`src/rtl/arrow_sign_pkg.sv`:
```
package arrow_sign_pkg;

  localparam int LAMP_COUNT = 5;

  typedef enum logic [1:0] {
    PH_DARK = 2'd0,
    PH_PAIR = 2'd1,
    PH_QUAD = 2'd2,
    PH_FULL = 2'd3
  } sign_phase_e;

  // Phase from which a given lamp (0-based) is lit; the pattern is cumulative.
  function automatic sign_phase_e lamp_first_phase(input int idx);
    if (idx < 2)      return PH_PAIR;
    else if (idx < 4) return PH_QUAD;
    else              return PH_FULL;
  endfunction

endpackage

```
`src/rtl/step_prescaler.sv`:
```
module step_prescaler #(
  parameter int TICK_DIV = 8
) (
  input  logic clk,
  input  logic rst,
  output logic tick
);
  localparam int CW = (TICK_DIV > 2) ? $clog2(TICK_DIV) : 1;
  localparam logic [CW-1:0] LAST = CW'(TICK_DIV - 1);

  logic [CW-1:0] cnt_q;

  assign tick = (cnt_q == LAST);

  always_ff @(posedge clk) begin
    if (rst)       cnt_q <= '0;
    else if (tick) cnt_q <= '0;
    else           cnt_q <= cnt_q + 1'b1;
  end
endmodule

```
`src/rtl/sign_phase_fsm.sv`:
```
module sign_phase_fsm
  import arrow_sign_pkg::*;
(
  input  logic        clk,
  input  logic        rst,
  input  logic        tick,
  input  logic        sign_on,
  output sign_phase_e phase
);
  sign_phase_e phase_q, phase_d;

  always_comb begin
    phase_d = phase_q;
    if (tick) begin
      if (!sign_on) begin
        phase_d = PH_DARK;
      end else begin
        unique case (phase_q)
          PH_DARK: phase_d = PH_PAIR;
          PH_PAIR: phase_d = PH_QUAD;
          PH_QUAD: phase_d = PH_FULL;
          PH_FULL: phase_d = PH_DARK;
          default: phase_d = PH_DARK;
        endcase
      end
    end
  end

  always_ff @(posedge clk) begin
    if (rst) phase_q <= PH_DARK;
    else     phase_q <= phase_d;
  end

  assign phase = phase_q;
endmodule

```
`src/rtl/lamp_decode.sv`:
```
module lamp_decode
  import arrow_sign_pkg::*;
(
  input  sign_phase_e           phase,
  output logic [LAMP_COUNT-1:0] lamps
);
  for (genvar i = 0; i < LAMP_COUNT; i++) begin : g_lamp
    localparam logic [1:0] FIRST = lamp_first_phase(i);
    assign lamps[i] = (phase >= FIRST);
  end
endmodule

```
`src/rtl/arrow_sign_seq.sv`:
```
module arrow_sign_seq
  import arrow_sign_pkg::*;
#(
  parameter int TICK_DIV = 8
) (
  input  logic       clk,
  input  logic       rst,
  input  logic       sign_on,
  output logic       step_tick,
  output logic [4:0] lamps
);
  sign_phase_e phase;

  step_prescaler #(.TICK_DIV(TICK_DIV)) u_presc (
    .clk  (clk),
    .rst  (rst),
    .tick (step_tick)
  );

  sign_phase_fsm u_fsm (
    .clk     (clk),
    .rst     (rst),
    .tick    (step_tick),
    .sign_on (sign_on),
    .phase   (phase)
  );

  lamp_decode u_dec (
    .phase (phase),
    .lamps (lamps)
  );
endmodule

```
`config.mk`:
```
export PLATFORM = sky130hd
export DESIGN_NAME = arrow_sign_seq
export DESIGN_NICKNAME = d
export VERILOG_FILES = /design/src/rtl/arrow_sign_pkg.sv /design/src/rtl/step_prescaler.sv /design/src/rtl/sign_phase_fsm.sv /design/src/rtl/lamp_decode.sv /design/src/rtl/arrow_sign_seq.sv
export SDC_FILE = /design/constraint.sdc
export NUM_CORES = 1
export LEC_CHECK = 0
export BUFFER_PORTS_ARGS = -buffer_cell sky130_fd_sc_hd__buf_4
export CAP_MARGIN = 20
export CORE_AREA = 5 5 42 44
export DETAILED_ROUTE_END_ITERATION = 16
export DIE_AREA = 0 0 47 49
export MAX_ROUTING_LAYER = met4
export PLACE_DENSITY = 0.35
export SETUP_SLACK_MARGIN = 0.1
export SLEW_MARGIN = 5
export SYNTH_ARGS = -nofsm -noshare
export SYNTH_HDL_FRONTEND = slang
export SYNTH_HIERARCHICAL = 1
export SYNTH_SLANG_ARGS = --single-unit
```
`constraint.sdc`:
```
create_clock -name clk -period 1.25 [get_ports clk]
set_clock_uncertainty 0.05 [all_clocks]
set_input_delay 0.125 -clock clk [delete_from_list [all_inputs] [get_ports clk]]
set_output_delay 0.125 -clock clk [all_outputs]
set_load 0.01 [all_outputs]
```
==> results by group <==
Hold path
  • Cells on Worst Hold Path: 2
  • Worst hold-check path type: input port to register
  • Hold EP: u_fsm/phase[0]$_SDFFE_PP0P_
  • Hold path start: rst

Timing
  • FMAX: 851 MHz
  • Final worst-path cycle share: 94.0%
  • Final setup violation count: 0
  • Hold Slack: between 0.02 and 0.03 ns
  • Max Slew Vio Count: 0
  • Final worst-path setup slack: 0.0748 ns
  • RSZ-0062 raised after global routing: true
  • Final setup TNS: 0 ns
  • Max_slew headroom: between 80 and 90%
  • Final min period: 1.18 ns
  • Worst-margin pin slew: 0.193 ns
  • Final hold violation count: 0

GRT
  • Largest net degree at the start of global routing: 6
  • GRT Total Usage: 5.70%
  • Grt ovf: 0
  • Initial antenna violation count: 0
  • Global-route wire length before repair: 855 um
  • Vias in the first global route: around 220

Setup path
  • Crit. End Element: primary output
  • WP data required: 1.08 ns
  • Worst reg2reg path depth: 5
  • CP startpoint kind: register
  • Crit Path Max Fanout: 3
  • RR Endpoint: u_fsm/phase[1]$_SDFFE_PP0P_
  • Worst reg2reg path startpoint: u_presc/cnt_q[0]$_SDFF_PP0_
  • Reg-to-reg setup timing slack: 0.11 ns
  • Setup Crit Path Kind: register to primary output
  • CP max-delay cell: dfxtp_2
  • CP Buf/Inv Count: 1
  • Worst EP arrival: 1.00 ns
  • Critical-path cell list: ha_4, ha_4, buf_6
  • CP peak stage delay: 0.33 ns
  • CP delay by family, top: flip-flops
  • Crit path top cell by count: ha_4

Yosys
  • Synth Register Bits: 5
  • Post-Syn Area per Cell: 9.81 um^2
  • Register area share after synthesis: 40.8%
  • Top post-synthesis cells by area: dfxtp_1 (41%), ha_1 (20%), buf_4 (6.1%), nor3b_1 (6.1%), nand2b_1 (5.1%)
  • Yosys top cell by area: dfxtp_1
  • Syn_nets: 32
  • Library cells used by synthesis: 13
  • Top-area cell type share of the netlist area: between 40% and 50%
  • Yosys warns: 6
  • Syn Inst Count: 25
  • Mapped Area: roughly 250 um^2

Routing
  • Total length of routed met3 wires: 35 um
  • Routed Antenna Nets: 0
  • Vias: 201
  • Starting DRT DRC Count: 0
  • # DRC: 0
  • Vias per cell: 3.79
  • Router iterations before antenna repair: 1
  • Routed WL per cell: 9.83 um
  • DRT met1 WL: 219 um
  • DR top layer: met3
  • Total Routed Length: 521 um
  • Routed met2 length: 265 um

Place
  • # port buffers: 8
  • Routability cong.: 0.678
  • Dpl cells: 46
  • DP Worst Slack: between 0.05 and 0.06 ns
  • Cell Area, Placed: between 300 and 400 um^2
  • Dpl hpwl: between 300 and 400 um

Layout
  • Area Growth Syn to Fin: 74.0%
  • Final Util: 30.4%
  • Finished Layout Cells: 53
  • Commonest non-fill, non-tap cell in the layout: buf_4
  • Area occupied by multi-input gates: 169 um^2
  • Design area: between 400 and 500 um^2
  • ANT cells: 0
  • Commonest cells after routing, fill and taps aside: buf_4 (7), buf_6 (4), clkbuf_4 (3)
  • Final Net Count: 45
  • Fillers: 160
  • Fraction of layout cells with a size suffix above 1: between 60 and 70%
  • Reg area: 106 um^2

Clock network
  • Clock tree buffer depth: 2
  • CTS tree: yes
  • Post-CTS Hold Buffers: 0
  • Clk_lat worst skew: 0.24 ns
  • Clk pin slew, worst setup/hold paths: 0.04 ns
  • H-tree Lvls: 1
  • Root buffer selected by CTS: clkbuf_4
  • Clock sinks: 5
  • Num CTS Buffers: 3

Die
  • Die area: around 0.0023 mm^2
  • Row Count: 14
  • Top-level port count: 9
  • Placeable Area: 0.00140 mm^2
  • Die width: 47 um
  • Die height: 49 um
  • Initial Util: 17.5%

Job
  • Maxcap violations: 0

Status
  • Status: finished, final reports clean

Power
  • Maximum vdd drop: 0.000417 V
  • Leak Pwr: approximately 0.17 nW
  • Pwr Density: about 900 mW/mm^2
  • Final Total Pwr: 383 uW
## timing repair
action,in CTS,in global routing
buffers inserted,3,0
resized for setup,8,9
setup endpoints to repair,6,5
pin swaps,4,4
## registers in the layout, summed over array words and instances (netlist names)
register,count
u_fsm/phase,2
u_presc/cnt_q,3
## metal layers
layer  vias up  track usage [%]
li1        104                -
met5         -                -
met4         0             5.53
met1        91             5.93
met2         6             7.01
met3         0             3.32
## cell type report
type                            instances  share of cell area, %
Clock buffer                            4                   6.16
Inverter                                2                   1.76
Multi-Input combinational cell         15                   39.6
Sequential cell                         5                   24.9
Tap cell                               16                   4.69
Timing Repair Buffer                   11                   22.9
## synth_stat cells (all sizes together)
cell and count:
nand2b 2, or2 1, o211ai 1, a21oi 2, clkbuf 1, ha 4, nor3b 2, dfxtp 5
nand3 1, inv 2, and2 1, buf 2, nor3 1
## report_power, final
part	switching, mW	leakage (nW)	internal (mW)
clock network	0.0613	0.0150	0.120
logic	0.00981	0.111	0.0172
registers	0.00726	0.0424	0.167
## cells by family after synthesis
logic type / synth area share (%)
AOI/OAI and AO/OA: 7.14
adders and majority gates: 20.4
and+or+nand+nor: 20.9
buffers and inverters: 10.7
DFF: 40.8
## worst max-delay path by stage
stage                                start                     endpoint  slack [ns]  depth (start not counted)
6_report       u_presc/cnt_q[0]$_SDFF_PP0_                    step_tick        0.07                          3
4_1_cts        u_presc/cnt_q[0]$_SDFF_PP0_                    step_tick        0.06                          3
3_3_place_gp   u_presc/cnt_q[0]$_SDFF_PP0_  u_fsm/phase[0]$_SDFFE_PP0P_        0.09                          4
3_5_place_dp   u_presc/cnt_q[0]$_SDFF_PP0_  u_fsm/phase[0]$_SDFFE_PP0P_        0.06                          4
5_1_grt        u_presc/cnt_q[0]$_SDFF_PP0_                    step_tick        0.04                          3
2_1_floorplan  u_presc/cnt_q[0]$_SDFF_PP0_  u_fsm/phase[0]$_SDFFE_PP0P_        0.10                          4
No activity file was read; power rests on OpenSTA's default activity.
